$ cat config.mk
export PLATFORM = sky130hd
export DESIGN_NAME = rng_window_tester
export DESIGN_NICKNAME = d
export VERILOG_FILES = /design/src/rtl/rtw_pkg.sv /design/src/rtl/rtw_ones.sv /design/src/rtl/rtw_poker.sv /design/src/rtl/rtw_runs.sv /design/src/rtl/rng_window_tester.sv
export SDC_FILE = /design/constraint.sdc
export NUM_CORES = 2
export LEC_CHECK = 0
export BUFFER_PORTS_ARGS = -buffer_cell sky130_fd_sc_hd__buf_2
export CORE_MARGIN = 8
export CORE_UTILIZATION = 40
export DETAILED_ROUTE_END_ITERATION = 10
export GPL_TIMING_DRIVEN = 0
export PLACE_DENSITY = 0.6
export SETUP_SLACK_MARGIN = 0.1
export SLEW_MARGIN = 20
export SYNTH_ARGS = -nofsm -noshare
export SYNTH_HDL_FRONTEND = slang
export SYNTH_SLANG_ARGS = --single-unit
$ cat constraint.sdc
create_clock -name clk -period 9.85 [get_ports clk]
set_input_delay 1.4775 -clock clk [delete_from_list [all_inputs] [get_ports clk]]
set_output_delay 1.4775 -clock clk [all_outputs]
set_load 0.01 [all_outputs]
$ cat src/rtl/rtw_pkg.sv
package rtw_pkg;
    localparam int NCAT = 6;
    localparam int NIBV = 16;

    function automatic logic [2:0] run_cat(input logic [2:0] len);
        return (len >= 3'd6) ? 3'd5 : (len - 3'd1);
    endfunction
endpackage

$ cat src/rtl/rtw_ones.sv
module rtw_ones #(
    parameter int WINDOW_BITS = 20000,
    parameter int LO          = 9655,
    parameter int HI          = 10345
) (
    input  logic clk,
    input  logic rst_n,
    input  logic bit_valid,
    input  logic bit_in,
    input  logic last,
    output logic fail
);
    localparam int CW = $clog2(WINDOW_BITS + 1);

    typedef struct packed {
        logic [CW-1:0] ones;
        logic          fail;
    } st_t;

    st_t st_d, st_q;
    logic [CW-1:0] fin;

    always_comb begin
        st_d      = st_q;
        st_d.fail = 1'b0;
        fin       = st_q.ones + CW'(bit_in);
        if (bit_valid) begin
            st_d.ones = fin;
            if (last) begin
                st_d.fail = (int'(fin) < LO) || (int'(fin) > HI);
                st_d.ones = '0;
            end
        end
    end

    always_ff @(posedge clk) begin
        if (!rst_n) st_q <= '0;
        else        st_q <= st_d;
    end

    assign fail = st_q.fail;

    // an idle cycle leaves the ones count untouched
    a_r1_ones_hold: assert property (@(posedge clk) disable iff (!rst_n)
        !bit_valid |=> $stable(st_q.ones));
endmodule

$ cat src/rtl/rtw_poker.sv
module rtw_poker import rtw_pkg::*; #(
    parameter int WINDOW_BITS = 20000,
    parameter int CNT_LO      = 200,
    parameter int CNT_HI      = 430,
    parameter int SQ_LO       = 1562822,
    parameter int SQ_HI       = 1580437
) (
    input  logic clk,
    input  logic rst_n,
    input  logic bit_valid,
    input  logic bit_in,
    input  logic last,
    output logic fail
);
    localparam int NNIB = WINDOW_BITS / 4;
    localparam int CNTW = $clog2(NNIB + 1);
    localparam int SQW  = $clog2(NNIB * NNIB + 1);

    typedef struct packed {
        logic [2:0]                 sh;
        logic [1:0]                 ph;
        logic [NIBV-1:0][CNTW-1:0]  cnt;
        logic [SQW-1:0]             sq;
        logic                       fail;
    } st_t;

    st_t st_d, st_q;
    logic [3:0]      nib;
    logic [CNTW-1:0] old;
    logic            bad;

    always_comb begin
        st_d      = st_q;
        st_d.fail = 1'b0;
        nib       = {st_q.sh, bit_in};
        old       = st_q.cnt[nib];
        bad       = 1'b0;
        if (bit_valid) begin
            st_d.sh = {st_q.sh[1:0], bit_in};
            st_d.ph = st_q.ph + 2'd1;
            if (st_q.ph == 2'd3) begin
                st_d.cnt[nib] = old + CNTW'(1);
                st_d.sq       = st_q.sq + SQW'({old, 1'b1});
            end
            if (last) begin
                for (int i = 0; i < NIBV; i++) begin
                    if ((int'(st_d.cnt[i]) < CNT_LO) || (int'(st_d.cnt[i]) > CNT_HI))
                        bad = 1'b1;
                end
                if ((int'(st_d.sq) < SQ_LO) || (int'(st_d.sq) > SQ_HI))
                    bad = 1'b1;
                st_d.fail = bad;
                st_d.cnt  = '0;
                st_d.sq   = '0;
                st_d.sh   = '0;
                st_d.ph   = '0;
            end
        end
    end

    always_ff @(posedge clk) begin
        if (!rst_n) st_q <= '0;
        else        st_q <= st_d;
    end

    assign fail = st_q.fail;

    // the square sum moves only when a nibble completes
    a_r4_sum_on_nibble: assert property (@(posedge clk) disable iff (!rst_n)
        (bit_valid && st_q.ph != 2'd3) |=> $stable(st_q.sq));
endmodule

$ cat src/rtl/rtw_runs.sv
module rtw_runs import rtw_pkg::*; #(
    parameter int WINDOW_BITS  = 20000,
    parameter int RUN_LO [NCAT] = '{2315, 1114, 527, 240, 103, 103},
    parameter int RUN_HI [NCAT] = '{2685, 1386, 723, 384, 209, 209}
) (
    input  logic clk,
    input  logic rst_n,
    input  logic bit_valid,
    input  logic bit_in,
    input  logic last,
    output logic fail
);
    localparam int CW = $clog2(WINDOW_BITS + 1);

    typedef struct packed {
        logic                          cur;
        logic [2:0]                    len;
        logic [1:0][NCAT-1:0][CW-1:0]  cnt;
        logic                          fail;
    } st_t;

    st_t  st_d, st_q;
    logic bad;

    always_comb begin
        st_d      = st_q;
        st_d.fail = 1'b0;
        bad       = 1'b0;
        if (bit_valid) begin
            if (st_q.len == 3'd0) begin
                st_d.cur = bit_in;
                st_d.len = 3'd1;
            end else if (bit_in == st_q.cur) begin
                if (st_q.len != 3'd6) st_d.len = st_q.len + 3'd1;
            end else begin
                st_d.cnt[st_q.cur][run_cat(st_q.len)] =
                    st_q.cnt[st_q.cur][run_cat(st_q.len)] + CW'(1);
                st_d.cur = bit_in;
                st_d.len = 3'd1;
            end
            if (last) begin
                st_d.cnt[st_d.cur][run_cat(st_d.len)] =
                    st_d.cnt[st_d.cur][run_cat(st_d.len)] + CW'(1);
                for (int v = 0; v < 2; v++) begin
                    for (int k = 0; k < NCAT; k++) begin
                        if ((int'(st_d.cnt[v][k]) < RUN_LO[k]) ||
                            (int'(st_d.cnt[v][k]) > RUN_HI[k]))
                            bad = 1'b1;
                    end
                end
                st_d.fail = bad;
                st_d.cnt  = '0;
                st_d.len  = 3'd0;
                st_d.cur  = 1'b0;
            end
        end
    end

    always_ff @(posedge clk) begin
        if (!rst_n) st_q <= '0;
        else        st_q <= st_d;
    end

    assign fail = st_q.fail;

    // the run length tracker saturates at the 6-or-more class
    a_r6_len_cap: assert property (@(posedge clk) disable iff (!rst_n)
        st_q.len <= 3'd6);
endmodule

$ cat src/rtl/rng_window_tester.sv
module rng_window_tester import rtw_pkg::*; #(
    parameter int WINDOW_BITS   = 20000,
    parameter int MONO_LO       = 9655,
    parameter int MONO_HI       = 10345,
    parameter int POK_CNT_LO    = 200,
    parameter int POK_CNT_HI    = 430,
    parameter int POK_SQ_LO     = 1562822,
    parameter int POK_SQ_HI     = 1580437,
    parameter int RUN_LO [NCAT] = '{2315, 1114, 527, 240, 103, 103},
    parameter int RUN_HI [NCAT] = '{2685, 1386, 723, 384, 209, 209}
) (
    input  logic clk,
    input  logic rst_n,
    input  logic bit_valid,
    input  logic bit_in,
    output logic win_done,
    output logic mono_fail,
    output logic poker_fail,
    output logic runs_fail
);
    localparam int CW = $clog2(WINDOW_BITS + 1);

    typedef struct packed {
        logic [CW-1:0] cnt;
        logic          done;
    } st_t;

    st_t  st_d, st_q;
    logic last;

    assign last = bit_valid && (st_q.cnt == CW'(WINDOW_BITS - 1));

    always_comb begin
        st_d      = st_q;
        st_d.done = last;
        if (last)           st_d.cnt = '0;
        else if (bit_valid) st_d.cnt = st_q.cnt + CW'(1);
    end

    always_ff @(posedge clk) begin
        if (!rst_n) st_q <= '0;
        else        st_q <= st_d;
    end

    assign win_done = st_q.done;

    rtw_ones #(.WINDOW_BITS(WINDOW_BITS), .LO(MONO_LO), .HI(MONO_HI)) u_ones (
        .clk(clk), .rst_n(rst_n), .bit_valid(bit_valid), .bit_in(bit_in),
        .last(last), .fail(mono_fail));

    rtw_poker #(.WINDOW_BITS(WINDOW_BITS), .CNT_LO(POK_CNT_LO), .CNT_HI(POK_CNT_HI),
                .SQ_LO(POK_SQ_LO), .SQ_HI(POK_SQ_HI)) u_poker (
        .clk(clk), .rst_n(rst_n), .bit_valid(bit_valid), .bit_in(bit_in),
        .last(last), .fail(poker_fail));

    rtw_runs #(.WINDOW_BITS(WINDOW_BITS), .RUN_LO(RUN_LO), .RUN_HI(RUN_HI)) u_runs (
        .clk(clk), .rst_n(rst_n), .bit_valid(bit_valid), .bit_in(bit_in),
        .last(last), .fail(runs_fail));

    // a verdict never appears without the window-done pulse
    a_r7_fail_needs_done: assert property (@(posedge clk) disable iff (!rst_n)
        (mono_fail || poker_fail || runs_fail) |-> win_done);

    // the done pulse lasts exactly one cycle
    a_r2_done_one_cycle: assert property (@(posedge clk) disable iff (!rst_n)
        win_done |=> !win_done);

    // the done pulse follows an accepted bit
    a_r2_done_after_accept: assert property (@(posedge clk) disable iff (!rst_n)
        win_done |-> $past(bit_valid));

    // the position counter stays inside the window
    a_r1_cnt_in_window: assert property (@(posedge clk) disable iff (!rst_n)
        int'(st_q.cnt) < WINDOW_BITS);
endmodule

Word level (Yosys, flattened, before mapping)
Cells that the tools add are included.

word-level totals
  register bits after elaboration = 456
  latch bits = 0
  bits in writable memories = 0
  ROM bits = 0
  bits of input ports = 4
  output and inout bits = 4
  logic and storage cells = 232
  memories kept = 0

cells by class
  add/sub/neg operators = 10
  $mul = 0
  div/mod/pow operators = 0
  magnitude comparators = 72
  eq/ne operators = 4
  shift-type cells = 0
  multiplexer cells = 67
  bitwise gates (word level) = 1
  reduce and logical (&&, ||, !) cells = 39

operators with widths
  kind                                                             count
  2-to-1 mux 180 bit                                               3
  2-to-1 mux 90 bit                                                6
  2-to-1 mux 233 bit                                               2
  bitwise mux 180 bit                                              2
  2-to-1 mux 239 bit                                               1
  bitwise mux 208 bit                                              1
  greater-than comparator 13 x 9 -> 1 bit, second input constant   16
  < comparator 13 x 8 -> 1 bit, second input constant              16
  2-to-1 mux 185 bit                                               1
  demux 90 bit (select 1 bit)                                      2
  binary-select mux 15 bit (select 3 bit)                          2
  demux 15 bit (select 3 bit)                                      2
  greater-than comparator 15 x 8 -> 1 bit, second input constant   4
  < comparator 15 x 7 -> 1 bit, second input constant              4
  2-to-1 mux 15 bit                                                4
  binary-select mux 13 bit (select 4 bit)                          1
  demux 13 bit (select 4 bit)                                      1
  adder 15 x 1 -> 15 bit, second input constant                    3
  greater-than comparator 15 x 10 -> 1 bit, second input constant  2
  greater-than comparator 15 x 11 -> 1 bit, second input constant  2
  greater-than comparator 15 x 12 -> 1 bit, second input constant  2
  greater-than comparator 15 x 9 -> 1 bit, second input constant   2
  logical OR 1 bit                                                 30
  < comparator 15 x 10 -> 1 bit, second input constant             2
  other kinds (34)                                                 82

Longest topological paths before layout
  depth in word-level cells = 33
  mapped depth = 33
  depth with buffers taken out = 26

Modules after synthesis
From an unflattened synthesis, not the netlist that was laid out.

second synthesis, totals
  cell total of the unflattened synthesis = 3892
  area, all modules = 31806.8 µm²

by module, submodules not included
  module             instances  cells an instance  area each (µm²)  sequential area each (µm²)
  rtw_runs           1          2191               16221.8          3703.6
  rtw_poker          1          1445               13553.0          4784.6
  rtw_ones           1          174                1285.0           320.3
  rng_window_tester  1          82                 747.0            320.3

Least setup slack after synthesis
OpenSTA, ideal clock, no wires.

  kind = input to register
  start point = input port bit_in
  end point = register u_runs.st_q (netlist bit u_runs.fail)
  arrival time = 6689 ps
  required time = 9710 ps
  setup slack = 3021 ps
  stages on the path = 25
  path buffers = 5
  path through = ha_1 -> nand2_1 -> inv_1 -> clkbuf_1 -> ha_1 -> nand2_1 -> mux2i_1 -> clkbuf_1 -> buf_1 -> o2bb2ai_1 -> nor4_1 -> and3_1 -> buf_2 -> ha_1 -> inv_1 -> or4_4 -> nor2_4 -> a21boi_2 -> or2_0 -> buf_2 -> a311oi_2 -> o32ai_1 -> a211o_1 -> nor4_1 -> a41oi_1

on the way
  word-level cells in the longest chain between the ends = 27
  elaborated cells on any way between the ends = 75

RTL lines
  item                                                                                              line                            source
  start: declaration                                                                                rng_window_tester.sv:15         input logic bit_in,
  branches (longest 12 deep; another with adder 15 x 1 -> 15 bit)                                   n/a
  bitwise mux 180 bit *                                                                             rtw_runs.sv:42                  st_d.cnt[st_d.cur][run_cat(st_d.len)] =
  < comparator 15 x 12 -> 1 bit / greater-than comparator 15 x 12 -> 1 bit (equally long branches)  rtw_runs.sv:46, rtw_runs.sv:47
  logical OR 1 bit                                                                                  rtw_runs.sv:46                  if ((int'(st_d.cnt[v][k]) < RUN_LO[k]) ||
  2-to-1 mux 1 bit (11 in series)                                                                   rtw_runs.sv:46
  2-to-1 mux 1 bit *                                                                                rtw_runs.sv:46
  end signal: assignment                                                                            rtw_runs.sv:61                  else st_q <= st_d;
  end: declaration                                                                                  rtw_runs.sv:22                  st_t st_d, st_q;

Mark *: on every way between the ends. The select of a mux whose other input is x is not followed.
A chain may end at the register's enable or synchronous reset.

Worst setup path after layout
  start point = register u_runs.st_q[184] (netlist name)
  end point = register u_runs.st_q (netlist bit u_runs.fail)

on the way
  word-level cells in the longest chain between the ends = 29
  elaborated cells on any way between the ends = 86

RTL lines
  item                                                                                              line                            source
  2-to-1 mux 90 bit (implied by the code) (2 in series)                                             rtw_runs.sv:37                  st_q.cnt[st_q.cur][run_cat(st_q.len)] + CW'(1);
  binary-select mux 15 bit (select 3 bit)                                                           rtw_runs.sv:37
  2-to-1 mux 15 bit (implied by the code)                                                           rtw_runs.sv:37
  adder 15 x 1 -> 15 bit                                                                            rtw_runs.sv:37
  bitwise mux 180 bit                                                                               rtw_runs.sv:36                  st_d.cnt[st_q.cur][run_cat(st_q.len)] =
  2-to-1 mux 180 bit                                                                                rtw_runs.sv:33                  end else if (bit_in == st_q.cur) begin
  2-to-1 mux 180 bit                                                                                rtw_runs.sv:30                  if (st_q.len == 3'd0) begin
  2-to-1 mux 180 bit                                                                                rtw_runs.sv:29                  if (bit_valid) begin
  2-to-1 mux 90 bit (implied by the code) (2 in series)                                             rtw_runs.sv:43                  st_d.cnt[st_d.cur][run_cat(st_d.len)] + CW'(1);
  binary-select mux 15 bit (select 3 bit)                                                           rtw_runs.sv:43
  2-to-1 mux 15 bit (implied by the code)                                                           rtw_runs.sv:43
  adder 15 x 1 -> 15 bit                                                                            rtw_runs.sv:43
  bitwise mux 180 bit *                                                                             rtw_runs.sv:42
  < comparator 15 x 12 -> 1 bit / greater-than comparator 15 x 12 -> 1 bit (equally long branches)  rtw_runs.sv:46, rtw_runs.sv:47
  logical OR 1 bit                                                                                  rtw_runs.sv:46
  2-to-1 mux 1 bit (11 in series)                                                                   rtw_runs.sv:46
  2-to-1 mux 1 bit *                                                                                rtw_runs.sv:46

Every way passes the cells marked *; elsewhere a longest branch is shown, timed or not. The select of a mux whose other input is x is not followed.

==> summary by stage <==
Routing
The sum of routed wire length over all layers is 216 mm. The final routed wire length divided by cell count is 41.4 um. The initial detailed-routing violation count is 5800.

The detail route stage leaves a number of antenna-violating nets equal to 0. The total number of vias is 37800. The number of remaining DRC errors is 0. The first TritonRoute pass finished after 7 iterations. Dividing the detail-routed via count by the number of cells gives 7.24.

Cells and area
The utilization after layout is 45.2%. The cell area after layout is 35700 um^2. The share of final-layout standard cells stronger than drive strength 1 is 9.67%. The final net count is 4148.

The area added between synthesis and finish is 11.9%.

Clock network
The clock reaches the later pin of the worst-skew pair after 0.64 ns. The post-cts hold buffer count is 0. After clock tree synthesis, the clock-pin slew on the worst setup and hold paths is 0.07 ns. The clock tree synthesis step divided the H-tree into 2 levels. The number of buffers on the longest clock path is 3.

The cell sitting at the root of the clock tree is a clkbuf_16. The CTS tree is built. The TritonCTS buffer count is 53. The clock sink total is 456.

GRT
The first global-routing pass estimated 292 mm of wire. The global router's overall resource usage is 46.2%. The via count of the first global-routing pass is 34500. Global routing finished with a remaining overflow of 0. The initial antenna violation count came to 24. Entering global routing, the biggest net connects 15 pins.

Die
The die covers 89000 um^2. The initialized floorplan defines 103 standard-cell rows. For this configuration, the core starts out at a cell density of 40.4%. The die height is 298 um. The die is 298 um wide.

The I/O pin count is 8. The core area is 79000 um^2.

Worst setup path
The critical path in this run is classified as register to register. The cell with the most instances on the worst path is clkbuf_1. The worst-path cell with the longest stage delay is a31oi_2. The element type at the critical path start is a register.

At the worst endpoint, the required time is 10.30 ns. At the worst endpoint, the arrival time is 10.28 ns. STA classifies the critical path endpoint as a register. The peak fanout along the critical path is 10. The maximum single-stage delay on the critical path is 0.59 ns.

Timing
The number of pins exceeding their max-slew limit in the final report is 0. The final setup violation count is 0. The final hold slack is 0.484 ns. The maximum clock skew at final layout is 0.0320 ns. The portion of the clock cycle consumed by the worst path in the final layout is 99.8%. The count of final hold-check violations came to 0. The shortest period the worst path allows is 9.83 ns. Static timing analysis puts the maximum clock frequency at 102 MHz. After routing, the total negative slack on setup checks comes to 0 ns. The transition at the pin with the smallest max-transition slack is 1.28 ns. Setup repair after global routing left no endpoint under its margin. The worst slew slack as a fraction of its limit is 14.2%.

Placement
The final weighted congestion of routability-driven global placement is 1.18. The number of buffers added on ports is 5. The standard cell area after detailed placement is 33600 um^2. After legalization and detailed placement, the total HPWL measured 165 mm.

Synth
Of all flip-flops after synthesis, the portion carrying an async set or reset was 0%. The post-synthesis instance area is 31900 um^2. The synthesized instance count is 4039.

The Yosys step of the flow raised 0 warnings. The number of distinct standard cells referenced by the synthesized netlist is 112. The flip-flop and latch count after synthesis is 456. The sequential-to-total area share from yosys stat is 28.6%.

The mean area per synthesized cell is 7.90 um^2. By area the synthesized netlist is led by dfxtp_1 (29%), nor2b_1 (7.8%), a22oi_1 (7.8%), mux4_2 (5.4%), a21oi_1 (4.1%). The net count after synthesis is 4071. The area share of the leading cell type in the synthesized netlist is 28.6%. The synthesized design contains 0 enable-type register cells. The biggest area consumer among synthesized cells is dfxtp_1. The most used standard cell by instance count after synthesis is dfxtp_1. For this run, the leading register cell type out of synthesis is dfxtp_1.

Counting instances in the post-synthesis netlist gives the leading cell types as dfxtp_1 (456), nor2b_1 (400), nor2_1 (345), a22oi_1 (331), nand2_1 (281).

Power and ir drop
The leakage power is 11.1 nW. In this run the power density over the cells is 138 nW/um^2. IR analysis of the VDD net gives a maximum drop of 0.146 mV.

Run
The max-cap violation count is 0.

Worst hold path
The path class of the tightest hold or removal check is register to register.

Outcome
The flow ran to the end, and the final reports show no timing, DRC or antenna violations.
==> kinds of logic after synthesis <==
group	count (synthesis)	share of synthesized area, %
AO/OA/AOI/OAI	1344	28.6
multiplexers	173	8.49
buffers and inverters	374	5.04
XOR/XNOR	81	2.22
AND/OR/NAND/NOR	1583	25.9
flip-flops	456	28.6
adder cells (fa/ha/maj)	28	1.12
==> sequential cells by signal, indices dropped and copies added (netlist names) <==
register	cells
st_q	15
u_ones.fail	1
u_ones.st_q	15
u_poker.fail	1
u_poker.nib	3
u_poker.st_q	235
u_runs.fail	1
u_runs.st_q	184
win_done	1
==> stage by stage <==
stage	power (mW)	cells	setup slack, ns
floorplan	2.30	4039	3.02
global placement	2.66	5094	-1.61
detailed placement	2.66	5109	-1.19
CTS	4.84	5207	0.152
global route	4.97	5212	0.103
finish	4.92	5230	0.0190
==> final cells by class <==
type,count,area (um^2)
flip-flops and latches,456,9130
clock buffers,67,1420
multi-input cells,3209,21400
repair buffers,22,204
plain buffers,331,1500
clock inverters,31,478
inverters,43,169
fillers,8023,43300
well taps,1050,1310
diodes,21,52.6
==> layout by cell type, fill, tap and decap left out, drive strengths merged, types with 76 or more instances in the layout <==
| master | Yosys | routed |
|---|---|---|
| a21oi | 262 | 262 |
| a22oi | 332 | 332 |
| and2 | 86 | 86 |
| buf | 88 | 108 |
| clkbuf | 243 | 310 |
| dfxtp | 456 | 456 |
| mux2i | 77 | 77 |
| mux4 | 76 | 76 |
| nand2 | 282 | 282 |
| nand3 | 128 | 128 |
| nor2 | 348 | 348 |
| nor2b | 400 | 400 |
| nor3 | 108 | 108 |
| o21ai | 249 | 249 |
==> worst max-delay path: cells and delay by family (launching register included) <==
family | cells | cell delay, ns
and+or+nand+nor | 10 | 3.03
DFF | 1 | 0.55
buffers and inverters | 8 | 2.87
muxes | 1 | 0.42
AOI/OAI and AO/OA | 4 | 1.69
adders and majority gates | 2 | 1.02
==> what timing repair did <==
action                                  4_1_cts  5_1_grt
gates resized for setup                      18       32
buffers inserted                              0        2
gates cloned                                  0        0
endpoints found under the setup margin        1        1
==> power breakdown <==
group / internal (mW) / switching [mW] / total, mW
combinational: 0.201 / 0.643 / 0.844
clock: 1.30 / 0.925 / 2.22
sequential: 1.85 / 0.00619 / 1.85
==> metal layers <==
layer | share of wire, % | wire (um) | global-route usage [%] | vias up
met2 | 41 | 88700 | 67.5 | 3219
met3 | 12 | 25600 | 17.2 | 1213
met4 | 13 | 27700 | 45.0 | 14
li1 | - | - | - | 15400
met1 | 34 | 74200 | 50.9 | 18000
met5 | 0.089 | 193 | 1.08 | -
==> worst paths after layout <==
kind	slack [ns]	endpoint	depth (start not counted)	from
worst min register to register	0.48	st_q[15]$_SDFFE_PP0P_	2	st_q[15]$_SDFFE_PP0P_
worst min-delay path	0.48	st_q[15]$_SDFFE_PP0P_	2	st_q[15]$_SDFFE_PP0P_
worst max-delay path	0.02	u_runs.fail$_SDFF_PN0_	25	u_runs.st_q[184]$_SDFFE_PN0P_
worst max register to register	0.02	u_runs.fail$_SDFF_PN0_	25	u_runs.st_q[184]$_SDFFE_PN0P_
Note: power is estimated with default switching activity, not from simulation.
